===== config.mk =====
export PLATFORM = sky130hd
export DESIGN_NAME = glb_timer_top
export DESIGN_NICKNAME = d
export VERILOG_FILES = /design/src/rtl/glb_timer_pkg.sv /design/src/rtl/glb_timer_counter.sv /design/src/rtl/glb_timer_cmp.sv /design/src/rtl/glb_timer_regs.sv /design/src/rtl/glb_timer_top.sv
export SDC_FILE = /design/constraint.sdc
export NUM_CORES = 1
export LEC_CHECK = 0
export ABC_CLOCK_PERIOD_IN_PS = 5600
export BUFFER_PORTS_ARGS = -buffer_cell sky130_fd_sc_hd__buf_2
export CELL_PAD_IN_SITES_DETAIL_PLACEMENT = 0
export CELL_PAD_IN_SITES_GLOBAL_PLACEMENT = 1
export CORE_MARGIN = 5
export CORE_UTILIZATION = 30
export CTS_CLUSTER_DIAMETER = 80
export DETAILED_ROUTE_END_ITERATION = 6
export PLACE_DENSITY = 0.65
export REMOVE_ABC_BUFFERS = 1
export SYNTH_ARGS = -nofsm -noshare
export SYNTH_HDL_FRONTEND = slang
export SYNTH_SLANG_ARGS = --single-unit
export TNS_END_PERCENT = 100

===== constraint.sdc =====
create_clock -name clk -period 5.6 [get_ports clk]
set_input_delay 0 -clock clk [delete_from_list [all_inputs] [get_ports clk]]
set_output_delay 0 -clock clk [all_outputs]
set_load 0.1 [all_outputs]

===== src/rtl/glb_timer_pkg.sv =====
package glb_timer_pkg;

    // Register byte offsets
    localparam logic [11:0] OFF_CNT_LO  = 12'h100;
    localparam logic [11:0] OFF_CNT_HI  = 12'h104;
    localparam logic [11:0] OFF_CWSTAT  = 12'h110;
    localparam logic [11:0] OFF_CMP_LO  = 12'h200;
    localparam logic [11:0] OFF_CMP_HI  = 12'h204;
    localparam logic [11:0] OFF_INCR    = 12'h208;
    localparam logic [11:0] OFF_CTRL    = 12'h240;
    localparam logic [11:0] OFF_ISTAT   = 12'h244;
    localparam logic [11:0] OFF_IENB    = 12'h248;
    localparam logic [11:0] OFF_GWSTAT  = 12'h24C;

    // Bit positions that software relies on
    localparam int BIT_CMP_EN   = 0;
    localparam int BIT_AUTO_INC = 1;
    localparam int BIT_RUN      = 8;
    localparam int GWS_CMP_LO   = 0;
    localparam int GWS_CMP_HI   = 1;
    localparam int GWS_INCR     = 2;
    localparam int GWS_CTRL     = 16;

    // One strobe per writable register
    typedef struct packed {
        logic cnt_lo;
        logic cnt_hi;
        logic cmp_lo;
        logic cmp_hi;
        logic incr;
        logic ctrl;
        logic istat;
        logic ienb;
        logic cwstat;
        logic gwstat;
    } wr_strb_t;

    // Write-data bits the control/status logic looks at
    typedef struct packed {
        logic b16;
        logic b8;
        logic b2;
        logic b1;
        logic b0;
    } ctl_bits_t;

endpackage


===== src/rtl/glb_timer_counter.sv =====
module glb_timer_counter
    import glb_timer_pkg::*;
#(
    parameter int DATA_W = 32
) (
    input  logic                  clk,
    input  logic                  rst_n,
    input  logic                  run,
    input  logic                  ld_lo,
    input  logic                  ld_hi,
    input  logic [DATA_W-1:0]     wdata,
    output logic [2*DATA_W-1:0]   cnt
);
    localparam int CNT_W = 2 * DATA_W;

    typedef struct packed {
        logic [CNT_W-1:0] value;
    } cnt_state_t;

    cnt_state_t st_d, st_q;

    // A load of either half replaces the increment in that cycle
    always_comb begin
        st_d = st_q;
        if (ld_lo) begin
            st_d.value[DATA_W-1:0] = wdata;
        end else if (ld_hi) begin
            st_d.value[CNT_W-1:DATA_W] = wdata;
        end else if (run) begin
            st_d.value = st_q.value + CNT_W'(1);
        end
    end

    always_ff @(posedge clk or negedge rst_n) begin
        if (!rst_n) st_q <= '0;
        else        st_q <= st_d;
    end

    assign cnt = st_q.value;

endmodule


===== src/rtl/glb_timer_cmp.sv =====
module glb_timer_cmp
    import glb_timer_pkg::*;
#(
    parameter int DATA_W = 32
) (
    input  logic                  clk,
    input  logic                  rst_n,
    input  logic [2*DATA_W-1:0]   cnt,
    input  logic                  cmp_en,
    input  logic                  auto_inc,
    input  logic                  wr_lo,
    input  logic                  wr_hi,
    input  logic                  wr_incr,
    input  logic [DATA_W-1:0]     wdata,
    output logic [2*DATA_W-1:0]   cmp,
    output logic [DATA_W-1:0]     incr,
    output logic                  match
);
    localparam int CNT_W = 2 * DATA_W;

    typedef struct packed {
        logic [CNT_W-1:0]  cmp;
        logic [DATA_W-1:0] incr;
    } cmp_state_t;

    cmp_state_t st_d, st_q;

    assign match = cmp_en && (cnt == st_q.cmp);

    // Software writes to the compare value take precedence over re-arming
    always_comb begin
        st_d = st_q;
        if (wr_incr) st_d.incr = wdata;
        if (wr_lo) begin
            st_d.cmp[DATA_W-1:0] = wdata;
        end else if (wr_hi) begin
            st_d.cmp[CNT_W-1:DATA_W] = wdata;
        end else if (match && auto_inc) begin
            st_d.cmp = st_q.cmp + {{DATA_W{1'b0}}, st_q.incr};
        end
    end

    always_ff @(posedge clk or negedge rst_n) begin
        if (!rst_n) st_q <= '0;
        else        st_q <= st_d;
    end

    assign cmp  = st_q.cmp;
    assign incr = st_q.incr;

endmodule


===== src/rtl/glb_timer_regs.sv =====
module glb_timer_regs
    import glb_timer_pkg::*;
(
    input  logic      clk,
    input  logic      rst_n,
    input  wr_strb_t  strb,
    input  ctl_bits_t wbits,
    input  logic      match,
    output logic      run,
    output logic      cmp_en,
    output logic      auto_inc,
    output logic      istat,
    output logic      ien,
    output logic [1:0] cws,
    output logic [3:0] gws,
    output logic      irq
);
    typedef struct packed {
        logic       run;
        logic       cmp_en;
        logic       auto_inc;
        logic       istat;
        logic       ien;
        logic [1:0] cws;
        logic [3:0] gws;
    } reg_state_t;

    reg_state_t st_d, st_q;

    logic [1:0] cws_set, cws_clr;
    logic [3:0] gws_set, gws_clr;

    assign cws_set = {strb.cnt_hi, strb.cnt_lo};
    assign cws_clr = {2{strb.cwstat}} & {wbits.b1, wbits.b0};
    assign gws_set = {strb.ctrl, strb.incr, strb.cmp_hi, strb.cmp_lo};
    assign gws_clr = {4{strb.gwstat}} & {wbits.b16, wbits.b2, wbits.b1, wbits.b0};

    // Every sticky bit: a set in the same cycle beats a write-one clear
    always_comb begin
        st_d = st_q;
        if (strb.ctrl) begin
            st_d.run      = wbits.b8;
            st_d.cmp_en   = wbits.b0;
            st_d.auto_inc = wbits.b1;
        end
        if (strb.ienb) st_d.ien = wbits.b0;
        st_d.istat = (st_q.istat && !(strb.istat && wbits.b0)) || match;
        for (int i = 0; i < 2; i++) begin
            st_d.cws[i] = (st_q.cws[i] && !cws_clr[i]) || cws_set[i];
        end
        for (int i = 0; i < 4; i++) begin
            st_d.gws[i] = (st_q.gws[i] && !gws_clr[i]) || gws_set[i];
        end
    end

    always_ff @(posedge clk or negedge rst_n) begin
        if (!rst_n) st_q <= '0;
        else        st_q <= st_d;
    end

    assign run      = st_q.run;
    assign cmp_en   = st_q.cmp_en;
    assign auto_inc = st_q.auto_inc;
    assign istat    = st_q.istat;
    assign ien      = st_q.ien;
    assign cws      = st_q.cws;
    assign gws      = st_q.gws;
    assign irq      = st_q.istat && st_q.ien;

endmodule


===== src/rtl/glb_timer_top.sv =====
module glb_timer_top
    import glb_timer_pkg::*;
#(
    parameter int DATA_W = 32,
    parameter int ADDR_W = 12
) (
    input  logic              clk,
    input  logic              rst_n,
    input  logic [ADDR_W-1:0] bus_addr,
    input  logic              bus_wen,
    input  logic [DATA_W-1:0] bus_wdata,
    output logic [DATA_W-1:0] bus_rdata,
    output logic              irq
);
    localparam int CNT_W = 2 * DATA_W;

    wr_strb_t          strb;
    ctl_bits_t         wbits;
    logic [CNT_W-1:0]  cnt;
    logic [CNT_W-1:0]  cmp;
    logic [DATA_W-1:0] incr;
    logic              match;
    logic              run, cmp_en, auto_inc, istat, ien;
    logic [1:0]        cws;
    logic [3:0]        gws;

    // Address decode into one-hot write strobes
    always_comb begin
        strb        = '0;
        strb.cnt_lo = bus_wen && (bus_addr == ADDR_W'(OFF_CNT_LO));
        strb.cnt_hi = bus_wen && (bus_addr == ADDR_W'(OFF_CNT_HI));
        strb.cmp_lo = bus_wen && (bus_addr == ADDR_W'(OFF_CMP_LO));
        strb.cmp_hi = bus_wen && (bus_addr == ADDR_W'(OFF_CMP_HI));
        strb.incr   = bus_wen && (bus_addr == ADDR_W'(OFF_INCR));
        strb.ctrl   = bus_wen && (bus_addr == ADDR_W'(OFF_CTRL));
        strb.istat  = bus_wen && (bus_addr == ADDR_W'(OFF_ISTAT));
        strb.ienb   = bus_wen && (bus_addr == ADDR_W'(OFF_IENB));
        strb.cwstat = bus_wen && (bus_addr == ADDR_W'(OFF_CWSTAT));
        strb.gwstat = bus_wen && (bus_addr == ADDR_W'(OFF_GWSTAT));
    end

    assign wbits = '{b16: bus_wdata[GWS_CTRL], b8: bus_wdata[BIT_RUN],
                     b2: bus_wdata[GWS_INCR], b1: bus_wdata[BIT_AUTO_INC],
                     b0: bus_wdata[BIT_CMP_EN]};

    glb_timer_counter #(.DATA_W(DATA_W)) u_counter (
        .clk   (clk),
        .rst_n (rst_n),
        .run   (run),
        .ld_lo (strb.cnt_lo),
        .ld_hi (strb.cnt_hi),
        .wdata (bus_wdata),
        .cnt   (cnt)
    );

    glb_timer_cmp #(.DATA_W(DATA_W)) u_cmp (
        .clk      (clk),
        .rst_n    (rst_n),
        .cnt      (cnt),
        .cmp_en   (cmp_en),
        .auto_inc (auto_inc),
        .wr_lo    (strb.cmp_lo),
        .wr_hi    (strb.cmp_hi),
        .wr_incr  (strb.incr),
        .wdata    (bus_wdata),
        .cmp      (cmp),
        .incr     (incr),
        .match    (match)
    );

    glb_timer_regs u_regs (
        .clk      (clk),
        .rst_n    (rst_n),
        .strb     (strb),
        .wbits    (wbits),
        .match    (match),
        .run      (run),
        .cmp_en   (cmp_en),
        .auto_inc (auto_inc),
        .istat    (istat),
        .ien      (ien),
        .cws      (cws),
        .gws      (gws),
        .irq      (irq)
    );

    // Live read mux, no snapshot of the counter
    always_comb begin
        bus_rdata = '0;
        case (bus_addr)
            ADDR_W'(OFF_CNT_LO): bus_rdata = cnt[DATA_W-1:0];
            ADDR_W'(OFF_CNT_HI): bus_rdata = cnt[CNT_W-1:DATA_W];
            ADDR_W'(OFF_CMP_LO): bus_rdata = cmp[DATA_W-1:0];
            ADDR_W'(OFF_CMP_HI): bus_rdata = cmp[CNT_W-1:DATA_W];
            ADDR_W'(OFF_INCR):   bus_rdata = incr;
            ADDR_W'(OFF_CTRL): begin
                bus_rdata[BIT_RUN]      = run;
                bus_rdata[BIT_AUTO_INC] = auto_inc;
                bus_rdata[BIT_CMP_EN]   = cmp_en;
            end
            ADDR_W'(OFF_ISTAT):  bus_rdata[0] = istat;
            ADDR_W'(OFF_IENB):   bus_rdata[0] = ien;
            ADDR_W'(OFF_CWSTAT): bus_rdata[1:0] = cws;
            ADDR_W'(OFF_GWSTAT): begin
                bus_rdata[GWS_CMP_LO] = gws[0];
                bus_rdata[GWS_CMP_HI] = gws[1];
                bus_rdata[GWS_INCR]   = gws[2];
                bus_rdata[GWS_CTRL]   = gws[3];
            end
            default: bus_rdata = '0;
        endcase
    end

endmodule


Word-level counts from Yosys, hierarchy flattened. Index checks and enable logic that the tools add are counted.

Add/subtract/negate cells: 2. Equal/unequal tests: 13. Multiplexer cells: 16. Bitwise operators: 4. Reduce and logical (&&, ||, !) cells: 43.

Operator list (count): 32-bit 2-to-1 mux (6); 64-bit 2-to-1 mux (2); 12-bit by 10-bit == test with 1-bit output, second input constant (7); 15-bit case mux with 5 select lines (1); 64-bit by 1-bit adder with 64-bit output, second input constant (1); 64-bit by 32-bit adder with 64-bit output (1); 64-bit == test (1); 12-bit by 9-bit == test with 1-bit output, second input constant (3); 7-bit case mux with 5 select lines (1); 5-bit case mux with 5 select lines (1); 1-bit logical AND (21); 1-bit case mux with 6 select lines (3); 1-bit case mux with 10 select lines (1); 1-bit case mux with 8 select lines (1); 2-bit AND reduction (4); 2-bit nonzero test (4); 1-bit zero test (7); 1-bit logical OR (7); 4-bit bitwise AND (1); 2-bit by 1-bit inequality test with 1-bit output, second input constant (2); 2-bit bitwise AND (1); 1-bit NOT (2).

Register bits after elaboration: 171. Input port bits: 47. Output and inout bits: 33. Word-level logic and storage cells: 90.

Depth between registers and ports, before layout. Gate-level depths: netlist (run 1).

Word-level depth: 6. Depth in mapped cells: 12. Gate-level depth less buffers: 11.

Modules after synthesis. A second synthesis (run 1) with hierarchy kept.

Cells, all modules: 1621. Area total of the unflattened synthesis: 13853.3 um2.

Modules (own cells, without submodules): glb_timer_cmp (instances 1, cells an instance 863, area an instance 7571.0 um2, sequential area each 2402.3 um2); glb_timer_counter (instances 1, cells an instance 523, area an instance 4351.7 um2, sequential area each 1601.5 um2); glb_timer_top (instances 1, cells an instance 205, area an instance 1524.0 um2, sequential area each 0.0 um2); glb_timer_regs (instances 1, cells an instance 30, area an instance 406.6 um2, sequential area each 275.3 um2).

Least setup slack after synthesis (run 1). OpenSTA, ideal clock, no wires.

Kind: flip-flop to flip-flop. Start point: register u_cmp.st_q, in the netlist u_cmp.cmp[0]. End point: register u_cmp.st_q, in the netlist u_cmp.cmp[30]. Setup time: 127 ps. Data arrival time: 2841 ps. Data required time: 5473 ps. Setup slack: 2633 ps. Stages on the path, launching flop included: 12. Buffers on the path: 0. Clock period less this slack: 2967 ps. Cell sequence: dfrtp_1 ha_1 fa_1 a21oi_1 o221ai_1 a31oi_1 o21ai_0 a21boi_0 o21ai_0 a41oi_1 mux2i_1 nand3_1.

Cells in the longest elaborated chain, start to end: 5. Elaborated cells on any way between the ends: 9. Classes of those cells: 1 x add/sub; 1 x eq/ne; 3 x mux; 4 x reduce/logical.

RTL lines: start, declared (line glb_timer_cmp.sv:26) `cmp_state_t st_d, st_q;`; start signal, assigned (line glb_timer_cmp.sv:45) `else st_q <= st_d;`; branches (longest 5 deep; another with 64-bit by 32-bit adder with 64-bit output).

Several ways; the timed one is not identified. The select of a mux whose other input is x is not followed. A chain may end at the register's enable or synchronous reset.

Worst setup path after layout (run 1).
Start point: input port bus_addr[2]. End point: output port bus_rdata[14].

Cells in the longest elaborated chain, start to end: 2. Elaborated cells on any way between the ends: 6. Classes of those cells: 5 x eq/ne; 1 x mux.

RTL lines: start, declared (line glb_timer_top.sv:9) `input logic [ADDR_W-1:0] bus_addr,`; 12-bit by 10-bit == test with 1-bit output / 12-bit by 9-bit == test with 1-bit output (equally long branches) (line glb_timer_top.sv:90) `case (bus_addr)`; 7-bit case mux with 5 select lines (*) (line glb_timer_top.sv:90); end, declared (line glb_timer_top.sv:12) `output logic [DATA_W-1:0] bus_rdata,`.

Every way passes the cells marked *; elsewhere a longest branch is shown, timed or not.

==> results.py, run 1 <==
metrics = {
    "run_status": {
        "status": "finished clean",
    },
    "job": {
        "drv_cap": 0,
    },
    "critical_path": {
        "critPathArrivalTime_ps": 4030,
        "critPathMaxStageDelay_ps": 860,
        "cp.required_ps": 5600,
        "path_class": "input pin to primary output",
        "cpMostUsedCell": "buf_2",
        "cp_slowest_cell": "nor2b_2",
        "worstPathMaxFanout": 23,
        "endpoint_kind": "primary output",
        "start_kind": "input pin",
        "worst-r2r-setup-slack_ps": 1740,
        "cp_cell_sequence": "dlygate4sd3_1, buf_2, or4_1, nor4b_2, nor2b_2, buf_4, nand2_1, nand3_1, buf_2",
    },
    "grt": {
        "grt_pass1_wl_mm": 80.62,
        "antenna_found_initial": 1,
        "grt-ovfl-total": 0,
        "grt_max_degree": 113,
        "grt_pass1_vias": 12050,
        "grt_use_total_pct": 22.75,
    },
    "timing": {
        "post-route-min-period_ps": 4026,
        "fmax_mhz": 248.4,
        "setup_viol": 0,
        "worstMarginPinSlew_ps": 1132,
        "hold_slack_ps": 35.07,
        "skew_ps": 20.73,
        "hold_viol": 0,
        "grt_setup_unrepaired": "no",
        "slew_headroom_pct": 24.04,
        "period_share_pct": 71.90,
        "drv_slew": 0,
        "tns_ps": 0,
    },
    "worst_hold_path": {
        "hold_path_class": "input pin to flip-flop",
    },
    "yosys": {
        "synthArstFlopShare_pct": 100.0,
        "synth.distinct_cells": 78,
        "netlist_instances": 1551,
        "synth_warnings": 0,
        "syn_area_per_cell_um2": 8.083,
        "synthFlopType": "dfrtp_1",
        "synth_commonest_cells": "nand2_1 (194), dfrtp_1 (171), a21oi_1 (156)",
        "synth_seq_cells": 171,
        "synth.largest_area_cell": "dfrtp_1",
        "yosys.cell_count.top_type": "nand2_1",
        "ys_top_cells_by_area": "dfrtp_1 (34%), a21oi_1 (6.2%), nand2_1 (5.8%)",
        "syn_area_um2": 12540,
        "synth_edf_count": 0,
        "ys_seq_area_share_pct": 34.13,
        "synth_top_area_share_pct": 34.13,
    },
    "place": {
        "dp_hpwl_mm": 39.48,
        "port_buffers": 79,
        "gp_congestion": 0.9691,
    },
    "floorplanning": {
        "num_rows": 74,
        "start_util_pct": 30.50,
        "core_um2": 41110,
        "die-height_um": 214.4,
        "ios": 80,
        "fp.dieArea_um2": 45980,
        "die_width_um": 214.4,
    },
    "power": {
        "switching_share_pct": 26.30,
        "cellLeakagePower_nw": 6.049,
        "ir_drop_mv": 0.1607,
        "p_comb_share_pct": 6.0,
        "pwr-share-clk_pct": 46.8,
        "p_switching_mw": 0.6997,
        "power_per_cell_area_nw_per_um2": 185.6,
        "power.internal_mw": 1.961,
        "p_seq_share_pct": 47.1,
    },
    "finish": {
        "nets": 1688,
        "drive_gt1_share_pct": 11.36,
        "areaGrowthSynthToFinish_pct": 14.38,
    },
    "detailed_routing": {
        "wl_per_cell_um": 25.25,
        "ant_nets": 0,
        "drc_errors": 0,
        "wirelength_mm": 54.37,
        "drt-initial-drc-count": 1490,
        "first_pass_iters": 5,
        "avgViaCountPerCell": 5.959,
        "num_vias": 12830,
    },
    "cts": {
        "postCtsSetupBuffers": 0,
        "cts_resized": 0,
        "tritoncts": "done",
        "root_buffer": "clkbuf_16",
        "cts_buffers": 17,
        "clk_pin_slew_worst_paths_ps": 70,
        "clock_latency_ps": 460,
        "cts_max_level": 4,
        "cts.path.max_buffers": 2,
        "cts.sinks": 171,
    },
}
-- cell type report --
class,instances,area [µm²]
clock inverters,10,103.9
flip-flops and latches,171,4279
repair buffers,135,922.1
diodes,1,2.502
well taps,532,665.6
multi-input cells,1253,7774
inverters,29,108.9
fillers,4337,26770
clock buffers,22,484.2
-- critical path: cells and delay by family --
kind / cells / cell delay (ps)
buf+inv: 4 / 1640
simple gates: 5 / 2350
-- per-layer routing --
| metal | vias to the layer above | GRT usage, % | wire [µm] |
|---|---|---|---|
| met5 | - | 0 | 13 |
| met4 | 2 | 9.062 | 2075 |
| met3 | 107 | 3.643 | 4594 |
| met2 | 617 | 34.19 | 23530 |
| met1 | 6267 | 32.71 | 24150 |
| li1 | 5837 | - | - |
-- power groups by stage --
stage          clock, mW  combinational [mW]  sequential (mW)
6_report            1.25               0.160             1.25
5_1_grt             1.30               0.173             1.25
4_1_cts             1.26               0.159             1.25
3_5_place_dp           0               0.139             1.28
3_3_place_gp           0               0.138             1.28
2_1_floorplan          0              0.0409             1.27
-- cell usage in the layout (no fill, tap or decap), drive strengths merged, types with 31 or more instances in the layout --
cell	n
nand2	194
ha	33
a22oi	67
buf	95
dlygate4sd3	39
nor2	128
nand3	94
xor2	45
xnor2	58
inv	33
dfrtp	171
nor3	31
a21oi	158
and3	35
mux2	34
o21ai	83
nand4	46
-- cell families (layout without fill, tap and decap cells) --
| group | after synthesis | count (layout) | synth area share (%) |
|---|---|---|---|
| and+or+nand+nor | 618 | 618 | 24.12 |
| xor gates and xnor gates | 103 | 103 | 7.196 |
| buffers and inverters | 127 | 196 | 4.142 |
| adders and majority gates | 34 | 34 | 3.453 |
| AOI/OAI and AO/OA | 449 | 449 | 22.70 |
| DFF | 171 | 171 | 34.13 |
| muxes | 49 | 49 | 4.251 |
| other | 0 | 1 | 0 |
-- state kept, by name (all words and copies together) (netlist names) --
register / count
u_cmp.cmp: 64
u_cmp.incr: 32
u_counter.cnt: 64
u_regs.auto_inc: 1
u_regs.cmp_en: 1
u_regs.cws: 2
u_regs.gws: 4
u_regs.ien: 1
u_regs.istat: 1
u_regs.run: 1
-- what timing repair did --
action                                  CTS  global route
endpoints found under the hold margin   261             0
endpoints found under the setup margin    0             0
hold buffers                             39             0
-- through the flow --
stage | util, % | worst slack [ps] | instance area [µm²] | power, mW | cells
6_report | 34.88 | 1574 | 14340 | 2.661 | 2153
5_1_grt | 34.88 | 1447 | 14340 | 2.732 | 2152
4_1_cts | 34.88 | 1647 | 14340 | 2.677 | 2152
3_5_place_dp | 32.50 | 1805 | 13360 | 1.416 | 2081
3_3_place_gp | 32.50 | 1834 | 13360 | 1.415 | 2081
2_1_floorplan | - | 892.2 | 12130 | 1.314 | 1453
-- final timing paths --
path / cells past startpoint / end / start
min in group asynchronous: 2 / u_cmp.incr[25]$_DFFE_PN0P_ / rst_n
worst min-delay path: 5 / u_regs.ien$_DFFE_PN0P_ / bus_addr[8]
worst max register to register: 11 / u_cmp.cmp[30]$_DFFE_PN0P_ / u_cmp.cmp[0]$_DFFE_PN0P_
worst max-delay path: 9 / bus_rdata[14] / bus_addr[2]
worst min register to register: 2 / u_regs.gws[0]$_DFF_PN0_ / u_regs.gws[0]$_DFF_PN0_
max in group asynchronous: 3 / u_cmp.cmp[32]$_DFFE_PN0P_ / rst_n
Power figures use the tool's default switching activity.
==> run 2, diff against run 1 <==
- ABC_CLOCK_PERIOD_IN_PS: 5600 -> 3300
- PLACE_DENSITY: 0.65 -> 0.67
- clock period: 5.6 -> 3.3 ns (I/O delays scaled with it)
==> results.py, run 2 (synthesis results as in run 1) <==
metrics = {
    "finish": {
        "areaGrowthSynthToFinish_pct": 25.49,
        "stdcell_count": 2287,
        "drive_gt1_share_pct": 19.09,
        "layout_commonest_cell": "nand2_1",
        "layout_common_cells": "nand2_1 (191), dfrtp_1 (171), a21oi_1 (153)",
        "fin_area_um2": 15730,
        "utilization_pct": 38.27,
        "nets": 1823,
        "diodes": 0,
    },
    "critical_path": {
        "critPathMaxStageDelay_ps": 590,
        "rr_worst_depth": 8,
        "reg2reg_to": "u_cmp.cmp[48]$_DFFE_PN0P_",
        "worst-r2r-setup-slack_ps": 100,
        "critPathTopFamily": "simple AND/OR/NAND/NOR gates",
        "critPathArrivalTime_ps": 3520,
        "path_class": "flip-flop to flip-flop",
        "endpoint_kind": "flip-flop",
        "worstPathMaxFanout": 5,
        "cp_cell_sequence": "xnor2_1, nand4_1, or4_1, nor3_1, and4_1, and3_1, nand2_1, o311ai_0",
        "critPathBufInv": 0,
        "start_kind": "flip-flop",
        "cp.required_ps": 3620,
        "rr_startpoint": "u_cmp.cmp[34]$_DFFE_PN0P_",
        "cp_slowest_cell": "xnor2_1",
    },
    "timing": {
        "fmax_mhz": 312.0,
        "period_share_pct": 97.12,
        "slew_headroom_pct": 22.51,
        "grt_setup_unrepaired": "no",
        "skew_ps": 14.61,
        "post-route-min-period_ps": 3205,
        "drv_slew": 0,
        "setup_viol": 0,
        "worstMarginPinSlew_ps": 1162,
        "hold_viol": 0,
    },
    "place": {
        "dp_cells": 2218,
        "dp_hpwl_mm": 43.60,
        "placed_area_um2": 14680,
        "gp_congestion": 1.003,
        "port_buffers": 79,
    },
    "power": {
        "power_per_cell_area_nw_per_um2": 291.3,
        "switching_share_pct": 25.34,
        "pwr-share-clk_pct": 47.3,
        "p_comb_share_pct": 6.4,
        "ir_drop_mv": 0.2929,
        "cellLeakagePower_nw": 6.773,
        "power.internal_mw": 3.422,
        "p_switching_mw": 1.161,
        "p_seq_share_pct": 46.4,
    },
    "detailed_routing": {
        "wl_per_cell_um": 24.59,
        "drc_errors": 0,
        "num_vias": 13400,
        "ant_nets": 0,
        "avgViaCountPerCell": 5.859,
        "drt-initial-drc-count": 1347,
        "wirelength_mm": 56.25,
        "first_pass_iters": 7,
    },
    "cts": {
        "root_buffer": "clkbuf_16",
        "clock_latency_ps": 460,
        "clk_pin_slew_worst_paths_ps": 70,
        "cts_buffers": 17,
        "tritoncts": "done",
        "cts.path.max_buffers": 2,
        "cts.sinks": 171,
        "cts_max_level": 4,
    },
    "floorplanning": {
        "fp.dieArea_um2": 45980,
        "num_rows": 74,
        "start_util_pct": 30.50,
        "core_um2": 41110,
        "ios": 80,
        "die-height_um": 214.4,
        "die_width_um": 214.4,
    },
    "run_status": {
        "status": "finished clean",
    },
    "worst_hold_path": {
        "hold_path_startpoint": "bus_addr[6]",
        "hold_path_class": "input pin to flip-flop",
        "holdPathStages": 5,
        "hold_end": "u_regs.ien$_DFFE_PN0P_",
    },
    "grt": {
        "grt-ovfl-total": 0,
        "grt_max_degree": 71,
        "antenna_found_initial": 0,
        "grt_pass1_vias": 12850,
        "grt_use_total_pct": 23.67,
        "grt_pass1_wl_mm": 82.99,
    },
    "job": {
        "drv_cap": 0,
    },
}
run 2: final cells by class:
cell class	instances	area, µm²
clock inverters	13	170.2
flip-flops and latches	171	4279
well taps	532	665.6
repair buffers	270	2227
inverters	29	108.9
clock buffers	19	442.9
fillers	4234	25380
multi-input cells	1253	7839
run 2: per-stage QoR:
step	TNS [ps]	setup WS (ps)	hold slack (ps)	power, mW
5_1_grt	0	2.017	83.68	4.721
6_report	0	95.03	50.62	4.583
3_5_place_dp	0	5.866	85.21	2.421
2_1_floorplan	-121240	-1408	-295.6	2.230
4_1_cts	0	17.76	32.21	4.623
3_3_place_gp	-54.38	-54.38	79.20	2.419
run 2: tightest hold or removal path, delay by kind of cell:
kind	cells	cell delay [ps]
AOI/OAI and AO/OA	1	80
and+or+nand+nor	2	190
buffers and inverters	2	180
run 2: how the worst max path moves through the flow:
stage	start	endpoint	slack, ps	cells after the start
floorplan	bus_addr[9]	u_counter.cnt[58]$_DFFE_PN0P_	-1410	8
global placement	u_cmp.cmp[0]$_DFFE_PN0P_	u_cmp.cmp[30]$_DFFE_PN0P_	-50	12
detailed placement	u_cmp.cmp[0]$_DFFE_PN0P_	u_cmp.cmp[30]$_DFFE_PN0P_	6	12
CTS	u_cmp.cmp[0]$_DFFE_PN0P_	u_cmp.cmp[30]$_DFFE_PN0P_	20	12
global route	u_cmp.cmp[14]$_DFFE_PN0P_	u_cmp.cmp[59]$_DFFE_PN0P_	2	11
finish	u_cmp.cmp[34]$_DFFE_PN0P_	u_cmp.cmp[48]$_DFFE_PN0P_	100	8
run 2: what timing repair did:
action,CTS,global route
pin swaps,1,3
hold buffers,37,0
gates resized for setup,0,18
setup buffers,0,0
setup endpoints to repair,1,25
endpoints found under the hold margin,218,0
run 2: metal layers:
layer / track usage (%) / wire [µm] / vias up
met3: 4.264 / 4906 / 92
met1: 33.65 / 25020 / 6591
met4: 9.319 / 2031 / 0
met5: 0 / 0 / -
li1: - / - / 6100
met2: 35.73 / 24290 / 616
run 2: power groups by stage:
stage                     Clock [mW]  Sequential, mW  Combinational, mW
after global placement             0            2.16              0.256
after floorplan                    0            2.16             0.0694
after detailed placement           0            2.16              0.256
final                           2.17            2.12              0.293
after CTS                       2.21            2.12              0.290
after global routing            2.28            2.12              0.316
==> run 3, diff against run 2 <==
- CORE_MARGIN: 5 -> not set
- CTS_CLUSTER_DIAMETER: 80 -> 30
==> results.py, run 3 (synthesis results as in run 1) <==
metrics = {
    "finish": {
        "layout_commonest_cell": "nand2_1",
        "nets": 1828,
        "drive_gt1_share_pct": 18.86,
        "diodes": 0,
        "layout_common_cells": "nand2_1 (191), dfrtp_1 (171), a21oi_1 (154)",
        "fill_cells": 4238,
        "areaGrowthSynthToFinish_pct": 24.09,
        "fin_area_um2": 15560,
    },
    "timing": {
        "period_share_pct": 95.47,
        "fmax_mhz": 317.4,
        "slew_headroom_pct": 46.17,
        "hold_viol": 0,
        "post-route-min-period_ps": 3151,
        "skew_ps": 14.11,
        "setup_viol": 0,
        "hold_slack_ps": 61.84,
        "drv_slew": 0,
        "grt_setup_unrepaired": "no",
        "tns_ps": 0,
        "worstMarginPinSlew_ps": 807.5,
    },
    "cts": {
        "clock_latency_ps": 460,
        "cts.path.max_buffers": 2,
        "cts_buffers": 17,
        "cts.sinks": 171,
        "cts_max_level": 4,
        "tritoncts": "done",
        "root_buffer": "clkbuf_16",
        "clk_pin_slew_worst_paths_ps": 70,
    },
    "power": {
        "power_per_cell_area_nw_per_um2": 289.4,
        "ir_drop_mv": 0.2591,
        "cellLeakagePower_nw": 6.747,
        "p_total_mw": 4.502,
    },
    "grt": {
        "grt_use_total_pct": 26.87,
        "grt_max_degree": 78,
        "grt_pass1_wl_mm": 83.93,
        "grt-ovfl-total": 0,
        "antenna_found_initial": 0,
        "grt_pass1_vias": 12770,
    },
    "floorplanning": {
        "start_util_pct": 30.57,
        "num_rows": 74,
        "ios": 80,
        "die-height_um": 206.4,
        "fp.dieArea_um2": 42610,
        "core_um2": 41020,
        "die_width_um": 206.4,
    },
    "critical_path": {
        "critPathArrivalTime_ps": 3490,
        "cp_slowest_cell": "or4_4",
        "cp_cell_sequence": "nor2b_1, a21oi_1, o221ai_1, a2111o_1, or4_4, nand2b_2, buf_12, and3_1, a21oi_1, o21ai_0",
        "path_class": "flip-flop to flip-flop",
        "worstPathMaxFanout": 46,
        "endpoint_kind": "flip-flop",
        "critPathMaxStageDelay_ps": 570,
        "critPathTopFamily": "simple AND/OR/NAND/NOR gates",
        "start_kind": "flip-flop",
        "cp.required_ps": 3640,
        "critPathBufInv": 1,
        "cpMostUsedCell": "a21oi_1",
    },
    "run_status": {
        "status": "finished, violations left",
        "violations": "design-rule violations",
    },
    "detailed_routing": {
        "first_pass_iters": 7,
        "drc_errors": 2,
        "num_vias": 13440,
        "drt-initial-drc-count": 1519,
        "ant_nets": 0,
        "avgViaCountPerCell": 5.863,
        "wirelength_mm": 56.31,
        "wl_per_cell_um": 24.57,
    },
    "place": {
        "dp_hpwl_mm": 43.19,
        "port_buffers": 79,
        "gp_congestion": 0.9818,
        "placed_area_um2": 14560,
    },
    "job": {
        "drv_cap": 0,
    },
    "worst_hold_path": {
        "hold_path_class": "input pin to flip-flop",
    },
}
==> run 3: changes by cell type in the layout (fill, tap and decap cells not counted), moves of 2 or more <==
| cell | before | now |
|---|---|---|
| clkinv_4 | 4 | 1 |
| ha_2 | 5 | 3 |
| ha_1 | 27 | 29 |
| clkbuf_1 | 1 | 3 |
| buf_4 | 150 | 153 |
| clkinv_2 | 0 | 3 |
| buf_2 | 61 | 73 |
| buf_12 | 20 | 10 |
==> run 3: final timing paths <==
check / startpoint / to / slack [ps] / depth (start not counted)
max: u_counter.cnt[12]$_DFFE_PN0P_ / u_cmp.cmp[28]$_DFFE_PN0P_ / 150 / 10
min: bus_addr[1] / u_regs.istat$_DFF_PN0_ / 60 / 4
max reg2reg: u_counter.cnt[12]$_DFFE_PN0P_ / u_cmp.cmp[28]$_DFFE_PN0P_ / 150 / 10
min reg2reg: u_regs.gws[1]$_DFF_PN0_ / u_regs.gws[1]$_DFF_PN0_ / 480 / 2
max in group asynchronous: rst_n / u_counter.cnt[55]$_DFFE_PN0P_ / 2250 / 3
min in group asynchronous: rst_n / u_cmp.incr[27]$_DFFE_PN0P_ / 150 / 2
==> run 3: layout make-up <==
cell class              instances  area [µm²]  area share [%]
flip-flops and latches        171        4279           27.51
repair buffers                275        2108           13.55
inverters                      29       108.9          0.6997
well taps                     532       665.6           4.279
clock inverters                11       121.4          0.7801
multi-input cells            1253        7824           50.29
clock buffers                  21       450.4           2.895
==> run 3: repair_timing <==
action	CTS	global route
buffers inserted	0	0
gates resized for setup	0	12
endpoints found under the setup margin	0	14
hold endpoints to repair	218	0
hold buffers	38	0
==> run 3: per-stage QoR <==
| step | worst slack [ps] | std cells | util, % |
|---|---|---|---|
| 2_1_floorplan | -1408 | 1453 | - |
| 3_3_place_gp | 41.07 | 2222 | 35.49 |
| 3_5_place_dp | 67.05 | 2222 | 35.49 |
| 4_1_cts | 7.801 | 2292 | 37.81 |
| 5_1_grt | 2.735 | 2292 | 37.93 |
| 6_report | 149.3 | 2292 | 37.93 |
==> run 3: layer usage <==
metal | vias up | share of wire (%) | global-route usage, %
met5 | - | 0 | 0
met4 | 0 | 3.4 | 10.29
met3 | 110 | 7.8 | 3.958
met2 | 580 | 44 | 39.93
met1 | 6637 | 45 | 38.83
li1 | 6110 | - | -
==> run 3: power by group <==
group | leakage [nW] | switching [mW] | internal (mW)
Combinational | 4.36 | 0.197 | 0.0998
Sequential | 2.12 | 0.0167 | 2.11
Clock | 0.265 | 0.949 | 1.13
==> run 3: worst reg2reg max path, delay by kind of cell, from the launching register on <==
family,cells,cell delay [ps]
AOI/OAI and AO/OA,5,1120
buffers and inverters,1,190
DFF,1,450
and+or+nand+nor,4,1260
